==> config.mk <==
export PLATFORM = sky130hd
export DESIGN_NAME = irq_present_ctl
export DESIGN_NICKNAME = d
export VERILOG_FILES = /design/src/rtl/irq_present_pkg.sv /design/src/rtl/irq_req_hold.sv /design/src/rtl/irq_slot_eval.sv /design/src/rtl/irq_present_ctl.sv
export SDC_FILE = /design/constraint.sdc
export NUM_CORES = 1
export LEC_CHECK = 0
export ABC_AREA = 1
export BUFFER_PORTS_ARGS = -buffer_cell sky130_fd_sc_hd__buf_2
export CAP_MARGIN = 30
export CORE_UTILIZATION = 29
export DETAILED_ROUTE_END_ITERATION = 8
export GPL_TIMING_DRIVEN = 0
export RECOVER_POWER = 100
export SETUP_SLACK_MARGIN = 0.3
export SYNTH_ARGS = -nofsm -noshare
export SYNTH_HDL_FRONTEND = slang
export SYNTH_SLANG_ARGS = --single-unit
==> constraint.sdc <==
create_clock -name clk -period 3.9 [get_ports clk]
set_input_delay 0.39 -clock clk [delete_from_list [all_inputs] [get_ports clk]]
set_output_delay 0.39 -clock clk [all_outputs]
set_load 0.005 [all_outputs]
==> src/rtl/irq_present_pkg.sv <==
package irq_present_pkg;

    localparam int SRC_W  = 24;
    localparam int PRIO_W = 8;
    localparam int XR_W   = PRIO_W + SRC_W;
    localparam int OP_W   = 3;

    typedef logic [SRC_W-1:0]  src_t;
    typedef logic [PRIO_W-1:0] prio_t;
    typedef logic [XR_W-1:0]   xr_t;

    localparam prio_t PRIO_OFF = '1;

    typedef enum logic [OP_W-1:0] {
        OP_IDLE     = 3'd0,
        OP_SET_PRIO = 3'd1,
        OP_SET_DB   = 3'd2,
        OP_ACK      = 3'd3,
        OP_POLL     = 3'd4,
        OP_EOI      = 3'd5
    } op_kind_e;

    // Presentation slot: processor priority, pending source and its priority,
    // whether the pending source belongs to the source unit, and the line.
    typedef struct packed {
        prio_t cpri;
        src_t  src;
        prio_t ppri;
        logic  owned;
        logic  line;
    } slot_t;

    typedef struct packed {
        logic  valid;
        src_t  src;
        prio_t prio;
    } req_t;

    typedef struct packed {
        logic valid;
        src_t src;
    } note_t;

    function automatic xr_t pack_xr(slot_t s);
        return {s.cpri, s.src};
    endfunction

    function automatic logic slot_busy(slot_t s);
        return s.src != '0;
    endfunction

    function automatic slot_t slot_reset();
        slot_t s;
        s.cpri  = '0;
        s.src   = '0;
        s.ppri  = PRIO_OFF;
        s.owned = 1'b0;
        s.line  = 1'b0;
        return s;
    endfunction

    function automatic slot_t slot_cleared(slot_t s);
        slot_t r = s;
        r.src   = '0;
        r.ppri  = PRIO_OFF;
        r.owned = 1'b0;
        r.line  = 1'b0;
        return r;
    endfunction

    // Doorbell wins unless a pending source is at least as favored.
    function automatic logic db_wins(slot_t s, prio_t db);
        return !(slot_busy(s) && (s.ppri <= db));
    endfunction

    function automatic slot_t db_latch(slot_t s, prio_t db, src_t id);
        slot_t r = s;
        r.src   = id;
        r.ppri  = db;
        r.owned = 1'b0;
        r.line  = 1'b1;
        return r;
    endfunction

endpackage

==> src/rtl/irq_req_hold.sv <==
module irq_req_hold
    import irq_present_pkg::*;
(
    input  logic  clk,
    input  logic  rst,
    input  logic  req_valid,
    input  src_t  req_src,
    input  prio_t req_prio,
    input  logic  stall,
    output req_t  eff
);
    req_t held_q;

    always_comb begin
        if (held_q.valid) begin
            eff = held_q;
        end else begin
            eff.valid = req_valid;
            eff.src   = req_src;
            eff.prio  = req_prio;
        end
    end

    always_ff @(posedge clk) begin
        if (rst) begin
            held_q <= '0;
        end else if (eff.valid && stall) begin
            held_q <= eff;
        end else begin
            held_q <= '0;
        end
    end
endmodule

==> src/rtl/irq_slot_eval.sv <==
module irq_slot_eval
    import irq_present_pkg::*;
#(
    parameter src_t DB_ID = 24'd2
) (
    input  slot_t          cur,
    input  prio_t          db,
    input  logic           op_valid,
    input  logic [OP_W-1:0] op_kind,
    input  xr_t            op_data,
    input  req_t           req,
    output slot_t          nxt,
    output prio_t          nxt_db,
    output note_t          bounce,
    output note_t          eoi,
    output logic           resend,
    output logic           accept,
    output logic           reject,
    output logic           rd_valid,
    output xr_t            rd_data
);
    op_kind_e kind;
    prio_t    lo;
    prio_t    hi;

    always_comb begin
        kind     = op_kind_e'(op_kind);
        lo       = op_data[PRIO_W-1:0];
        hi       = op_data[XR_W-1:SRC_W];
        nxt      = cur;
        nxt_db   = db;
        bounce   = '0;
        eoi      = '0;
        resend   = 1'b0;
        accept   = 1'b0;
        reject   = 1'b0;
        rd_valid = 1'b0;
        rd_data  = pack_xr(cur);

        if (op_valid) begin
            case (kind)
                OP_SET_PRIO: begin
                    nxt.cpri = lo;
                    if (lo < cur.cpri) begin
                        if (slot_busy(cur) && (lo <= cur.ppri)) begin
                            nxt = slot_cleared(nxt);
                            if (cur.owned) bounce = '{valid: 1'b1, src: cur.src};
                        end
                    end else if (!slot_busy(cur)) begin
                        resend = 1'b1;
                        if (db < lo) nxt = db_latch(nxt, db, DB_ID);
                    end
                end
                OP_SET_DB: begin
                    nxt_db = lo;
                    if ((lo < cur.cpri) && db_wins(cur, lo)) begin
                        if (slot_busy(cur) && cur.owned)
                            bounce = '{valid: 1'b1, src: cur.src};
                        nxt = db_latch(cur, lo, DB_ID);
                    end
                end
                OP_ACK: begin
                    rd_valid = 1'b1;
                    nxt      = slot_cleared(cur);
                    nxt.cpri = cur.ppri;
                end
                OP_POLL: begin
                    rd_valid = 1'b1;
                end
                OP_EOI: begin
                    nxt.cpri = hi;
                    eoi      = '{valid: 1'b1, src: op_data[SRC_W-1:0]};
                    if (!slot_busy(cur)) begin
                        resend = 1'b1;
                        if (db < hi) nxt = db_latch(nxt, db, DB_ID);
                    end
                end
                default: ;
            endcase
        end else if (req.valid) begin
            if ((req.prio >= cur.cpri) || (slot_busy(cur) && (cur.ppri <= req.prio))) begin
                reject = 1'b1;
            end else begin
                accept = 1'b1;
                if (slot_busy(cur) && cur.owned)
                    bounce = '{valid: 1'b1, src: cur.src};
                nxt.src   = req.src;
                nxt.ppri  = req.prio;
                nxt.owned = 1'b1;
                nxt.line  = 1'b1;
            end
        end
    end
endmodule

==> src/rtl/irq_present_ctl.sv <==
module irq_present_ctl
    import irq_present_pkg::*;
#(
    parameter int unsigned DOORBELL_ID = 2
) (
    input  logic              clk,
    input  logic              rst,
    input  logic              req_valid,
    input  logic [SRC_W-1:0]  req_src,
    input  logic [PRIO_W-1:0] req_prio,
    output logic              req_accept,
    output logic              req_reject,
    input  logic              op_valid,
    input  logic [OP_W-1:0]   op_kind,
    input  logic [XR_W-1:0]   op_data,
    output logic              rd_valid,
    output logic [XR_W-1:0]   rd_data,
    output logic [PRIO_W-1:0] rd_db,
    output logic              bounce_valid,
    output logic [SRC_W-1:0]  bounce_src,
    output logic              eoi_valid,
    output logic [SRC_W-1:0]  eoi_src,
    output logic              resend,
    output logic              cpu_irq
);
    localparam src_t DB_ID = src_t'(DOORBELL_ID);

    slot_t slot_q, slot_d;
    prio_t db_q, db_d;
    req_t  eff_req;
    note_t bn_d, eoi_d;
    logic  rs_d, acc_d, rej_d, rdv_d;
    xr_t   rdd_d;
    src_t  src_q;

    assign src_q   = slot_q.src;
    assign cpu_irq = slot_q.line;

    irq_req_hold u_hold (
        .clk       (clk),
        .rst       (rst),
        .req_valid (req_valid),
        .req_src   (req_src),
        .req_prio  (req_prio),
        .stall     (op_valid),
        .eff       (eff_req)
    );

    irq_slot_eval #(.DB_ID(DB_ID)) u_eval (
        .cur      (slot_q),
        .db       (db_q),
        .op_valid (op_valid),
        .op_kind  (op_kind),
        .op_data  (op_data),
        .req      (eff_req),
        .nxt      (slot_d),
        .nxt_db   (db_d),
        .bounce   (bn_d),
        .eoi      (eoi_d),
        .resend   (rs_d),
        .accept   (acc_d),
        .reject   (rej_d),
        .rd_valid (rdv_d),
        .rd_data  (rdd_d)
    );

    always_ff @(posedge clk) begin
        if (rst) begin
            slot_q       <= slot_reset();
            db_q         <= PRIO_OFF;
            req_accept   <= 1'b0;
            req_reject   <= 1'b0;
            rd_valid     <= 1'b0;
            rd_data      <= '0;
            rd_db        <= PRIO_OFF;
            bounce_valid <= 1'b0;
            bounce_src   <= '0;
            eoi_valid    <= 1'b0;
            eoi_src      <= '0;
            resend       <= 1'b0;
        end else begin
            slot_q       <= slot_d;
            db_q         <= db_d;
            req_accept   <= acc_d;
            req_reject   <= rej_d;
            rd_valid     <= rdv_d;
            rd_data      <= rdd_d;
            rd_db        <= db_q;
            bounce_valid <= bn_d.valid;
            bounce_src   <= bn_d.src;
            eoi_valid    <= eoi_d.valid;
            eoi_src      <= eoi_d.src;
            resend       <= rs_d;
        end
    end
endmodule

==> results.yml <==
run_status:
  outcome: "finished clean"
detailed_routing:
  route.detailed.drc: 0
  route.layer.met1.wl_um: 9859
  dr.max_layer_used: "met4"
  viasPerCell: 4.488
  via_count: 6234
  wl_met3_um: 1265
  wire_per_inst_um: 14.95
  drt_iter0_drc: 345
  met2_length_um: 9224
  dr.pass1.iters: 5
  wl_um: 20770
  drtAntennaViolNets: 0
setup_path:
  critPathKind: "register to register"
  arrival_ps: 3830
  crit_path_end_kind: "register"
  worst-path-stages: 14
  r2r_slack_ps: 430
  slowest_stage: "o21ai_0"
  worst-path-max-fanout: 10
  r2r-start: "u_hold.held_q[32]$_SDFF_PP0_"
  path_delay_family: "compound AO/OA/AOI/OAI gates"
  path_cells: "clkbuf_1, o21ai_0, inv_1, ha_1, a21oi_1, o21ai_0, nor3b_1, nand2_2, inv_1, nand2_4, nor2_4, nand2_1, buf_6, a21oi_1"
  worstSetupStartpointType: "register"
  reg2regPathDepth: 14
  worstReg2RegEnd: "bounce_src[6]$_SDFF_PP0_"
  worstPathRequired_ps: 4250
  critPathMaxStageDelay_ps: 690
  crit_buf_inv: 4
global_routing:
  grt_max_degree: 21
  grt-ovfl-total: 0
  grt_pass1_wl_um: 32190
  grt_antenna_before_repair: 1
  grt_pass1_vias: 5957
  gr-usage-all-layers: 0.1624
clock_network:
  ctsHoldBuffers: 0
  cts_tree: "yes"
  clkTransAtPathRegs_ps: 70
  clock_sinks: 177
  htreeDepth: 4
  clk_latency_ps: 430
  cts_root_buf: "clkbuf_16"
  cts_buffer_depth: 2
  cts_made_buffers: 17
synth:
  synth_nets: 982
  yosysMostFrequentCell: "dfxtp_1"
  yosysTopAreaCell: "dfxtp_1"
  yosys_warnings: 0
  synth_area_leaders: "dfxtp_1, ha_1, nand2_1, nor2_1, inv_1"
  syn_area_sq_mm: 0.007320
  ys_seq_area_frac: 0.4841
  ys_ff_latch: 177
  synth-main-ff-cell: "dfxtp_1"
  synth_common_cells: "dfxtp_1, nand2_1, nor2_1"
  syn_inst: 866
  synth.distinct_cells: 40
  synth_top_area_frac: 0.4841
  synth_edf_count: 0
  avgSynthCellArea_sq_um: 8.452
  ys_async_sr_fraction: 0
placed_design:
  gp_congestion: 0.8618
  dpl.hpwl_um: 16080
  dpl_cell_area_sq_mm: 0.008551
  port_buffers: 165
timing:
  slew_headroom: 0.2554
  fin_crit_sh: 0.8904
  setup_viol: 0
  clock_skew_ps: 12.68
  fin_tns_setup_ps: 0
  grt_setup_unrepaired: "false"
  hold_viol_final: 0
  tightest_slew_ps: 1105
  finalCriticalPeriod_ps: 3473
  max_freq_ghz: 0.2880
  final-max-slew-violation-count: 0
floorplanning:
  std_cell_rows: 57
  chipHeight_um: 160.9
  dieArea_sq_mm: 0.02588
  core_area_sq_mm: 0.02453
  start_util: 0.2983
  die_w_um: 160.9
  ios: 166
worst_hold_path:
  holdCritStartpoint: "op_data[11]"
  hold_path_class: "input pin to register"
  hold_end: "eoi_src[11]$_SDFF_PP0_"
  hold_depth: 3
layout:
  final_layout_size_suffix_gt1_frac: 0.1947
  nets: 1166
  area_growth_pct: 24.00
  post-route-cell-area_sq_mm: 0.009076
run:
  drv_cap: 0
power_and_ir_drop:
  vdd_drop_max_v: 0.0002504
  leakage_uw: 0.004299
  powerDensity_mw_per_mm2: 467.7
  p_total_uw: 4245
## final cells by class
class | count | area, sq um
fillers | 2618 | 15460
flip-flops and latches | 177 | 3543
multi-input cells | 532 | 3064
repair buffers | 165 | 777.0
inverters | 123 | 461.7
clock buffers | 17 | 425.4
well taps | 324 | 405.4
clock inverters | 15 | 209.0
plain buffers | 34 | 185.2
diodes | 2 | 5.005
## flip-flops by register name, indices dropped and copies added (netlist names), 8 cells and up
signal and flops:
slot_q 17, db_q 8, src_q 24, bounce_src 24, u_hold.held_q 33, eoi_src 24
rd_data 32, rd_db 8
## worst min-delay path, delay by kind of cell
kind,cells,cell delay (ps)
buf+inv,2,140
simple gates,1,30
## worst max path at each step
stage,slack (ps),startpoint,end
3_3_place_gp,630,u_hold.held_q[32]$_SDFF_PP0_,src_q[15]$_SDFFE_PP0P_
5_1_grt,150,u_hold.held_q[32]$_SDFF_PP0_,bounce_src[10]$_SDFF_PP0_
4_1_cts,560,u_hold.held_q[32]$_SDFF_PP0_,slot_q[4]$_SDFFE_PP1P_
2_1_floorplan,1400,u_hold.held_q[32]$_SDFF_PP0_,slot_q[3]$_SDFFE_PP1P_
3_5_place_dp,590,u_hold.held_q[32]$_SDFF_PP0_,src_q[3]$_SDFFE_PP0P_
6_report,430,u_hold.held_q[32]$_SDFF_PP0_,bounce_src[6]$_SDFF_PP0_
## cell usage in the layout, fill, tap and decap left out, drive strengths merged, types with 2 or more instances in the layout
| cell | Yosys | final |
|---|---|---|
| o21ai | 49 | 49 |
| dfxtp | 177 | 177 |
| buf | 21 | 141 |
| or2 | 8 | 8 |
| mux2i | 24 | 24 |
| nor2 | 121 | 121 |
| ha | 45 | 45 |
| nand3 | 33 | 33 |
| o31ai | 31 | 31 |
| nand2 | 133 | 133 |
| a21boi | 4 | 4 |
| o22ai | 16 | 16 |
| diode | 0 | 2 |
| nor3 | 5 | 5 |
| a21oi | 51 | 51 |
| clkinv | 1 | 7 |
| a21o | 2 | 2 |
| inv | 122 | 129 |
| clkbuf | 13 | 75 |
| nand4 | 3 | 3 |
| o221ai | 4 | 4 |
## through the flow
| step | setup WS [ps] | instances | hold WS (ps) | util |
|---|---|---|---|---|
| after global routing | 153.9 | 1387 | 151.7 | 0.3697 |
| final | 427.3 | 1389 | 173.5 | 0.3700 |
| after floorplan | 1396 | 866 | 420.1 | - |
| after global placement | 626.3 | 1355 | 432.8 | 0.3485 |
| after detailed placement | 592.0 | 1355 | 433.4 | 0.3485 |
| after CTS | 562.3 | 1387 | 149.8 | 0.3744 |
## where the power goes
group	total (uW)	internal, uW	switching [uW]
Clock	1780	938	846
Sequential	1900	1870	33.5
Combinational	561	201	360
Total	4240	3010	1240
## routing by layer
layer  track usage  vias to the layer above
met2        0.2574                      195
met5             0                        -
met3       0.04261                       33
met1        0.2128                     2829
met4       0.05532                        0
li1              -                     3177
## cells by family (layout without fill, tap and decap cells)
family	Yosys count	count (layout)	share of synthesized area
AND/OR/NAND/NOR	305	305	0.1786
flip-flops	177	177	0.4841
AO/OA/AOI/OAI	158	158	0.1386
buffers and inverters	157	354	0.08889
adder cells (fa/ha/maj)	45	45	0.07692
multiplexers	24	24	0.03282
other	0	2	0
## repair_timing
item | 4_1_cts | 5_1_grt
resized for setup | 0 | 2
buffers inserted | 0 | 0
endpoints found under the setup margin | 0 | 2
Note: power is estimated with default switching activity, not from simulation.
